==> src/rtl/tpt_pkg.sv <==
package tpt_pkg;
  localparam logic [2:0] MODE_TOGGLE = 3'b001;
  localparam logic [2:0] MODE_PWM1   = 3'b110;
  localparam logic [2:0] MODE_PWM2   = 3'b111;

  typedef struct packed {
    logic run;       // counter enable
    logic start;     // accepted trigger edge
    logic fastFire;  // force post-match level now
  } tptStrobes_t;

  function automatic logic isPwm(input logic [2:0] m);
    return (m == MODE_PWM1) || (m == MODE_PWM2);
  endfunction
endpackage

==> src/rtl/tpt_ctrl.sv <==
module tpt_ctrl
  import tpt_pkg::*;
#(
  parameter int DATA_W      = 16,
  parameter int ADDR_W      = 2,
  parameter int SYNC_STAGES = 2
) (
  input  logic              clk,
  input  logic              rstN,
  input  logic              wrEn,
  input  logic [ADDR_W-1:0] wrAddr,
  input  logic [DATA_W-1:0] wrData,
  input  logic              trigIn,
  input  logic              updateEv,
  output tptStrobes_t       strobes,
  output logic [2:0]        mode,
  output logic [DATA_W-1:0] pscVal,
  output logic [DATA_W-1:0] cmpVal,
  output logic [DATA_W-1:0] arrVal
);
  localparam logic [ADDR_W-1:0] OFS_CTRL = ADDR_W'(0);
  localparam logic [ADDR_W-1:0] OFS_PSC  = ADDR_W'(1);
  localparam logic [ADDR_W-1:0] OFS_CMP  = ADDR_W'(2);
  localparam logic [ADDR_W-1:0] OFS_ARR  = ADDR_W'(3);
  localparam int SYNC_MSB = SYNC_STAGES - 1;

  logic                   oneShotQ, fastEnQ, cenQ, trigPrevQ;
  logic [2:0]             modeQ;
  logic [DATA_W-1:0]      pscQ, cmpQ, arrQ;
  logic [SYNC_STAGES-1:0] syncQ;
  logic                   edgeSeen, startNow;

  always_ff @(posedge clk) begin
    if (!rstN) begin
      oneShotQ <= 1'b0; fastEnQ <= 1'b0; modeQ <= 3'b000;
      pscQ <= '0; cmpQ <= '0; arrQ <= '0;
    end else if (wrEn) begin
      unique case (wrAddr)
        OFS_CTRL: begin
          oneShotQ <= wrData[0];
          modeQ    <= wrData[3:1];
          fastEnQ  <= wrData[4];
        end
        OFS_PSC: pscQ <= wrData;
        OFS_CMP: cmpQ <= wrData;
        OFS_ARR: arrQ <= wrData;
        default: ;
      endcase
    end
  end

  always_ff @(posedge clk) begin
    if (!rstN) begin
      syncQ     <= '0;
      trigPrevQ <= 1'b0;
    end else begin
      for (int i = SYNC_MSB; i > 0; i--) syncQ[i] <= syncQ[i-1];
      syncQ[0]  <= trigIn;
      trigPrevQ <= syncQ[SYNC_MSB];
    end
  end

  assign edgeSeen = syncQ[SYNC_MSB] & ~trigPrevQ;
  assign startNow = edgeSeen & ~cenQ;

  always_ff @(posedge clk) begin
    if (!rstN)                    cenQ <= 1'b0;
    else if (startNow)            cenQ <= 1'b1;
    else if (updateEv && oneShotQ) cenQ <= 1'b0;
  end

  always_comb begin
    strobes.run      = cenQ;
    strobes.start    = startNow;
    strobes.fastFire = startNow & fastEnQ & isPwm(modeQ);
  end

  assign mode   = modeQ;
  assign pscVal = pscQ;
  assign cmpVal = cmpQ;
  assign arrVal = arrQ;

  p_oneshot_stop_r2: assert property (@(posedge clk) disable iff (!rstN)
    (updateEv && oneShotQ) |=> !cenQ);
  p_hold_run_r10: assert property (@(posedge clk) disable iff (!rstN)
    (cenQ && !updateEv) |=> cenQ);
  p_start_from_edge_r1: assert property (@(posedge clk) disable iff (!rstN)
    $rose(cenQ) |-> $past(edgeSeen));
endmodule

==> src/rtl/tpt_datapath.sv <==
module tpt_datapath
  import tpt_pkg::*;
#(
  parameter int DATA_W = 16
) (
  input  logic              clk,
  input  logic              rstN,
  input  tptStrobes_t       strobes,
  input  logic [2:0]        mode,
  input  logic [DATA_W-1:0] pscVal,
  input  logic [DATA_W-1:0] cmpVal,
  input  logic [DATA_W-1:0] arrVal,
  output logic              updateEv,
  output logic              pulseOut
);
  logic [DATA_W-1:0] pscCntQ, cntQ;
  logic              tick, tickQ, fastHoldQ, outQ, outN;

  assign tick     = strobes.run && (pscCntQ == pscVal);
  assign updateEv = tick && (cntQ == arrVal);

  always_ff @(posedge clk) begin
    if (!rstN) begin
      pscCntQ <= '0; cntQ <= '0; tickQ <= 1'b0;
    end else begin
      tickQ <= tick;
      if (!strobes.run) begin
        pscCntQ <= '0;
        cntQ    <= '0;
      end else begin
        pscCntQ <= tick ? '0 : pscCntQ + 1'b1;
        if (tick) cntQ <= (cntQ == arrVal) ? '0 : cntQ + 1'b1;
      end
    end
  end

  always_ff @(posedge clk) begin
    if (!rstN)                              fastHoldQ <= 1'b0;
    else if (strobes.fastFire)              fastHoldQ <= 1'b1;
    else if (updateEv || !strobes.run)      fastHoldQ <= 1'b0;
  end

  always_comb begin
    outN = outQ;
    unique case (mode)
      MODE_PWM1: begin
        if (strobes.fastFire)  outN = 1'b0;
        else if (!strobes.run) outN = 1'b0;
        else if (fastHoldQ)    outN = 1'b0;
        else                   outN = (cntQ < cmpVal);
      end
      MODE_PWM2: begin
        if (strobes.fastFire)  outN = 1'b1;
        else if (!strobes.run) outN = 1'b0;
        else if (fastHoldQ)    outN = 1'b1;
        else                   outN = (cntQ >= cmpVal);
      end
      MODE_TOGGLE: begin
        if (strobes.run && tickQ && (cntQ == cmpVal)) outN = ~outQ;
      end
      default: outN = 1'b0;
    endcase
  end

  always_ff @(posedge clk) begin
    if (!rstN) outQ <= 1'b0;
    else       outQ <= outN;
  end

  assign pulseOut = outQ;

  p_idle_count_zero_r1: assert property (@(posedge clk) disable iff (!rstN)
    ($past(!strobes.run) && !strobes.run) |-> (cntQ == '0));
  p_pwm_idle_low_r2: assert property (@(posedge clk) disable iff (!rstN)
    ($past(!strobes.run) && !strobes.run && isPwm(mode) && $past(isPwm(mode))) |-> !outQ);
  p_fast_pwm_only_r7: assert property (@(posedge clk) disable iff (!rstN)
    strobes.fastFire |-> isPwm(mode));
  p_fast_drives_high_r6: assert property (@(posedge clk) disable iff (!rstN)
    (strobes.fastFire && mode == MODE_PWM2) |=> outQ);
endmodule

==> src/rtl/trig_pulse_timer.sv <==
module trig_pulse_timer
  import tpt_pkg::*;
#(
  parameter int DATA_W      = 16,
  parameter int ADDR_W      = 2,
  parameter int SYNC_STAGES = 2
) (
  input  logic              clk,
  input  logic              rstN,
  input  logic              wrEn,
  input  logic [ADDR_W-1:0] wrAddr,
  input  logic [DATA_W-1:0] wrData,
  input  logic              trigIn,
  output logic              pulseOut
);
  tptStrobes_t       strobes;
  logic [2:0]        mode;
  logic [DATA_W-1:0] pscVal, cmpVal, arrVal;
  logic              updateEv;

  tpt_ctrl #(.DATA_W(DATA_W), .ADDR_W(ADDR_W), .SYNC_STAGES(SYNC_STAGES)) u_ctrl (
    .clk(clk), .rstN(rstN), .wrEn(wrEn), .wrAddr(wrAddr), .wrData(wrData),
    .trigIn(trigIn), .updateEv(updateEv), .strobes(strobes), .mode(mode),
    .pscVal(pscVal), .cmpVal(cmpVal), .arrVal(arrVal)
  );

  tpt_datapath #(.DATA_W(DATA_W)) u_dp (
    .clk(clk), .rstN(rstN), .strobes(strobes), .mode(mode), .pscVal(pscVal),
    .cmpVal(cmpVal), .arrVal(arrVal), .updateEv(updateEv), .pulseOut(pulseOut)
  );
endmodule

==> config.mk <==
export PLATFORM = sky130hd
export DESIGN_NAME = trig_pulse_timer
export DESIGN_NICKNAME = d
export VERILOG_FILES = /design/src/rtl/tpt_pkg.sv /design/src/rtl/tpt_ctrl.sv /design/src/rtl/tpt_datapath.sv /design/src/rtl/trig_pulse_timer.sv
export SDC_FILE = /design/constraint.sdc
export NUM_CORES = 1
export LEC_CHECK = 0
export BUFFER_PORTS_ARGS = -buffer_cell sky130_fd_sc_hd__buf_2
export CAP_MARGIN = 20
export CORE_MARGIN = 2
export CORE_UTILIZATION = 61
export DETAILED_ROUTE_END_ITERATION = 10
export PLACE_DENSITY = 0.79
export SLEW_MARGIN = 40
export SYNTH_ARGS = -nofsm -noshare
export SYNTH_HDL_FRONTEND = slang
export SYNTH_SLANG_ARGS = --single-unit
==> constraint.sdc <==
create_clock -name clk -period 2.5 [get_ports clk]
set_clock_uncertainty 0.15 [all_clocks]
set_input_delay 0.125 -clock clk [delete_from_list [all_inputs] [get_ports clk]]
set_output_delay 0.125 -clock clk [all_outputs]
set_load 0.05 [all_outputs]
==> results of run 1 <==
-- final cells by class --
class | count | area (um2)
Fill cell | 581 | 2120
Timing Repair Buffer | 50 | 368
Sequential cell | 92 | 1840
Tap cell | 99 | 124
Multi-Input combinational cell | 401 | 2420
Clock buffer | 11 | 151
Inverter | 23 | 86.3
Clock inverter | 5 | 63.8
-- sequential cells by signal, summed over array words and instances, names as in the netlist --
signal,cells
u_ctrl.arrVal,16
u_ctrl.cmpVal,16
u_ctrl.pscVal,16
u_dp.cntQ,16
u_dp.pscCntQ,16
u_ctrl.mode,3
u_ctrl.syncQ,2
u_ctrl.cenQ,1
u_ctrl.fastEnQ,1
u_ctrl.oneShotQ,1
u_ctrl.trigPrevQ,1
u_dp.fastHoldQ,1
u_dp.pulseOut,1
u_dp.tickQ,1
-- cell usage in the layout, fill, tap and decap left out, types with 2 or more instances in the layout --
| cell type | n |
|---|---|
| inv_6 | 3 |
| dfxtp_1 | 92 |
| and2_1 | 5 |
| clkbuf_8 | 11 |
| nand2_1 | 111 |
| o2111ai_1 | 2 |
| o21bai_1 | 2 |
| a21oi_1 | 74 |
| or2_2 | 4 |
| and3_1 | 9 |
| o41ai_1 | 2 |
| nor3_1 | 3 |
| mux2i_1 | 5 |
| o31ai_1 | 10 |
| nor3b_1 | 2 |
| nor4_1 | 6 |
| ha_1 | 18 |
| or4_1 | 11 |
| inv_1 | 22 |
| buf_2 | 22 |
| or4b_1 | 2 |
| or3_1 | 4 |
| dlygate4sd3_1 | 19 |
| nor2_1 | 28 |
| and4_1 | 3 |
| xnor2_1 | 6 |
| nand2b_1 | 2 |
| nor4_4 | 2 |
| buf_4 | 9 |
| nand3_1 | 15 |
| nand4_1 | 13 |
| o21ai_0 | 6 |
| xor2_1 | 39 |
-- logic make-up after synthesis --
family / after synthesis
AO/OA/AOI/OAI: 106
XOR/XNOR: 45
adder cells (fa/ha/maj): 18
buffers and inverters: 48
flip-flops: 92
multiplexers: 5
AND/OR/NAND/NOR: 227
-- through the flow --
stage                util  total power (uW)  area (um2)
floorplan               -              1730        4460
global placement    0.648              1800        4650
detailed placement  0.648              1810        4650
CTS                 0.704              2890        5050
global route        0.704              2980        5050
finish              0.704              2880        5050
-- final timing paths --
check / slack [ns] / startpoint / to
worst max-delay path: 0.21 / u_dp.pscCntQ[4] / u_dp.cntQ[10]
worst min-delay path: 0.15 / wrAddr[1] / u_ctrl.pscVal[1]
worst max register to register: 0.21 / u_dp.pscCntQ[4] / u_dp.cntQ[10]
worst min register to register: 0.29 / u_ctrl.syncQ[0] / u_ctrl.syncQ[1]
-- power by group through the flow --
stage / clock network [uW] / registers [uW] / logic, uW
floorplan: 0 / 1550 / 183
global placement: 0 / 1550 / 247
detailed placement: 0 / 1550 / 255
CTS: 1090 / 1520 / 279
global route: 1150 / 1520 / 313
finish: 1070 / 1520 / 283
-- layer usage --
layer / up-vias / wire length, um / GRT usage
met4: 0 / 324 / 0.126
met2: 106 / 4980 / 0.451
met3: 38 / 522 / 0.0656
met1: 1829 / 4580 / 0.366
met5: - / 0 / 0
li1: 1949 / - / -
-- critical path, cell delays in order, from the launching register on --
cell and delay [ns]:
dfxtp_1 0.43, xor2_1 0.13, nor4_4 0.34, nand2_2 0.37
o311ai_2 0.41, buf_4 0.27, a21oi_1 0.07
==> run_results.csv, run 1 <==
group,metric,value,unit
die,rows,31,
route,drtPass1Iterations,5,
placed_design,port_buffers,22,
yosys,syn_area_per_cell,8.24,um2
clock_network,clock-sinks,92,
sta,fmax,0.436,GHz
setup_path,rr_worst_depth,6,
layout,drive_gt1_frac,0.103,
power_and_ir_drop,cellPowerDensity,569,nW/um2
yosys,synth_area_leaders,"dfxtp_1 (41%), nand2_1 (9.3%), a21oi_1 (8.3%), xor2_1 (7.7%), ha_1 (5.1%)",
clock_network,clkTransAtPathRegs,0.09,ns
run,max-cap-violations,0,
die,core,7180,um2
clock_network,post_cts_buffers,0,
sta,rsz0062_at_grt,"false",
clock_network,post_cts_resized,0,
placed_design,dp_cells,646,
layout,finalNonFillerCells,681,
power_and_ir_drop,power_leakage,0.00196,uW
clock_network,cts-root-buf,"clkbuf_8",
power_and_ir_drop,intPower,2130,uW
yosys,synth_compound_area_frac,0.139,
min_path,hold_path_depth,5,
die,die_w,89.5,um
setup_path,critical_path_class,"reg -> reg",
route,ant_nets,0,
die,start_util,0.621,
grt,grt_max_degree,48,
route,viasPerCell,5.76,
yosys,netlist_top_cells_count,"nand2_1 (111), dfxtp_1 (92), a21oi_1 (74)",
grt,grt_pass1_vias,3710,
yosys,synth_cell_type_count,50,
grt,gr-total-overflow,0,
yosys,synth_largest_area_cell,"dfxtp_1",
yosys,synthFlopType,"dfxtp_1",
placed_design,post-place-ws,0.251,ns
yosys,synth_async_sr_flop_share,0,
sta,hold_violations,0,
layout,areaGrowthSynthToFinish,13.3,%
yosys,synthMuxAreaShare,0.0112,
layout,final_net_count,617,
clock_network,cts_hold_buf,19,
sta,setup_tns,0,ns
yosys,synthAdderAreaFrac,0.0505,
yosys,yosysSeqAreaShare,0.413,
placed_design,dp_hpwl,7280,um
setup_path,cp-end-kind,"flip-flop",
sta,tightest_slew,0.738,ns
power_and_ir_drop,pwr-share-clk,0.373,
grt,track_usage,0.283,
route,vias,3922,
yosys,synth_edf_count,0,
sta,slew_headroom,0.507,
die,io-pin-count,23,
clock_network,htreeDepth,3,
placed_design,place.gp.congestion,0.981,
setup_path,arrival,2.38,ns
route,drc_errors,0,
grt,antenna_found_initial,0,
power_and_ir_drop,peakVddDrop,0.000396,V
sta,hold_ws,0.152,ns
setup_path,crit_required,2.59,ns
power_and_ir_drop,comb_power_share,0.099,
power_and_ir_drop,seq_power_share,0.528,
run_status,status,"finished clean",
layout,num_antenna_cells,0,
sta,fin_ws,0.205,ns
yosys,synth_nets,581,
yosys,netlist_instances,541,
route,wl_per_cell,15.3,um
clock_network,cts_buffers,9,
yosys,synth.top_cell.area_share,0.413,
sta,period_share,0.918,
yosys,synth_most_common_cell,"nand2_1",
sta,period_needed,2.29,ns
yosys,synth-seq-cells,92,
yosys,netlist_area,4460,um2
route,drtIter0Drc,231,
setup_path,start_kind,"flip-flop",
yosys,synth-xor-area-share,0.0884,
yosys,ys_warn_count,0,
setup_path,worstPathMaxFanout,31,
die,die_area,8010,um2
route,wl,10400,um
grt,grt_pass1_wl,17400,um
sta,setup_viol,0,
power_and_ir_drop,p_sw_frac,0.259,
sta,drv_slew,0,
yosys,synthSimpleGateAreaFrac,0.253,
clock_network,cts_tree,"built",
die,die_h,89.5,um
power_and_ir_drop,p_switching,745,uW
min_path,hp-class,"in -> reg",
clock_network,clockBufferDepth,2,
clock_network,clkLatencyLatePin,0.37,ns
yosys,synth_top_family_by_area,"simple AND/OR/NAND/NOR gates",
(Power assumes the default switching activity.)
==> inputs of run 2 (changes only) <==
==> constraint.sdc (replaced) <==
create_clock -name clk -period 2.5 [get_ports clk]
set_clock_uncertainty 0.15 [all_clocks]
set_input_delay 0.25 -clock clk [delete_from_list [all_inputs] [get_ports clk]]
set_output_delay 0.25 -clock clk [all_outputs]
set_load 0.05 [all_outputs]
==> run 2 against run 1 <==
  * Critical path depth unchanged
  * Critical path type unchanged
  * Final area decreased by 2.0%
  * Largest cell class unchanged
  * Non-clock buffer count is 9 lower
==> run_results.csv, run 2 (same netlist as run 1, synthesis figures left out) <==
group,metric,value,unit
run_status,status,"finished clean",
route,wl,10400,um
power_and_ir_drop,cellPowerDensity,568,nW/um2
power_and_ir_drop,power_leakage,0.00191,uW
die,die_w,89.5,um
power_and_ir_drop,peakVddDrop,0.000377,V
layout,mostFrequentLayoutCells,"nand2_1 (111), dfxtp_1 (92), a21oi_1 (74)",
placed_design,dp_cells,646,
die,rows,31,
clock_network,clockBufferDepth,2,
setup_path,cp-end-kind,"flip-flop",
sta,drv_slew,0,
setup_path,worstPathMaxFanout,31,
die,start_util,0.621,
sta,period_share,0.921,
sta,slew_headroom,0.529,
clock_network,cts-root-buf,"clkbuf_8",
power_and_ir_drop,p_switching,745,uW
power_and_ir_drop,p_sw_frac,0.265,
min_path,hp-class,"in -> reg",
setup_path,start_kind,"flip-flop",
route,wl_per_cell,15.4,um
sta,period_needed,2.30,ns
route,ant_nets,0,
setup_path,crit_required,2.59,ns
route,drtPass1Iterations,5,
route,drc_errors,0,
power_and_ir_drop,seq_power_share,0.540,
clock_network,clkTransAtPathRegs,0.09,ns
placed_design,port_buffers,22,
placed_design,dp_hpwl,7460,um
layout,finalNonFillerCells,672,
route,drtIter0Drc,287,
layout,mostFrequentLayoutCell,"nand2_1",
layout,num_antenna_cells,0,
sta,rsz0062_at_grt,"false",
clock_network,clkLatencyLatePin,0.36,ns
clock_network,cts_buffers,9,
sta,setup_viol,0,
layout,areaGrowthSynthToFinish,11.1,%
power_and_ir_drop,comb_power_share,0.098,
die,io-pin-count,23,
layout,final_util,0.690,
clock_network,cts_tree,"built",
power_and_ir_drop,pwr-share-clk,0.362,
setup_path,arrival,2.39,ns
grt,grt_pass1_wl,16900,um
sta,tightest_slew,0.705,ns
layout,final_net_count,608,
die,die_h,89.5,um
power_and_ir_drop,intPower,2070,uW
route,viasPerCell,5.79,
grt,grt_pass1_vias,3547,
sta,setup_tns,0,ns
clock_network,clock-sinks,92,
sta,fmax,0.434,GHz
sta,hold_violations,0,
die,die_area,8010,um2
grt,grt_max_degree,42,
clock_network,post_cts_buffers,0,
grt,track_usage,0.276,
grt,antenna_found_initial,0,
placed_design,place.gp.congestion,0.953,
run,max-cap-violations,0,
route,vias,3891,
clock_network,htreeDepth,3,
grt,gr-total-overflow,0,
die,core,7180,um2
layout,drive_gt1_frac,0.105,
setup_path,critical_path_class,"reg -> reg",
[run 2: path summary, 6_finish.rpt]
path	start	endpoint	slack, ns	depth (start not counted)
setup / recovery	u_dp.pscCntQ[4]	u_dp.cntQ[10]	0.20	6
hold / removal	wrData[14]	u_ctrl.cmpVal[14]	0.007	3
hold reg to reg	u_ctrl.syncQ[0]	u_ctrl.syncQ[1]	0.29	1
setup reg to reg	u_dp.pscCntQ[4]	u_dp.cntQ[10]	0.20	6
[run 2: power groups by stage]
stage                     sequential, uW  combinational, uW  clock [uW]
after detailed placement            1550                258           0
final                               1520                276        1020
after floorplan                     1550                183           0
after CTS                           1520                271        1030
after global placement              1550                248           0
after global routing                1520                303        1090
[run 2: layout make-up]
| class | instances | area [um2] |
|---|---|---|
| clock buffers | 10 | 128 |
| clock inverters | 6 | 71.3 |
| fillers | 571 | 2220 |
| inverters | 23 | 86.3 |
| multi-input cells | 401 | 2420 |
| flip-flops and latches | 92 | 1840 |
| well taps | 99 | 124 |
| repair buffers | 41 | 278 |
[run 2: layer usage]
metal,vias up,global-route usage,wire [um]
met5,-,0,0
met4,0,0.0801,123
met3,13,0.0656,508
met2,118,0.454,5150
met1,1837,0.362,4590
li1,1923,-,-
[run 2: what timing repair did]
action / CTS / global route
endpoints found under the setup margin: 0 / 11
resized for setup: 0 / 1
endpoints found under the hold margin: 16 / 1
hold buffers: 9 / 1
[run 2: critical path, stage by stage, from the launching register on]
cell,delay [ns]
dfxtp_1,0.43
xor2_1,0.13
nor4_4,0.35
nand2_2,0.37
o311ai_2,0.43
buf_4,0.26
a21oi_1,0.06
[run 2: per-stage QoR]
stage	area, um2	power [uW]	worst slack [ns]	hold WS [ns]
floorplan	4460	1730	0.509	0.227
global placement	4650	1800	0.317	0.273
detailed placement	4650	1810	0.242	0.276
CTS	4940	2810	0.211	0.0000415
global route	4950	2920	0.0307	0.00709
finish	4950	2810	0.198	0.00749
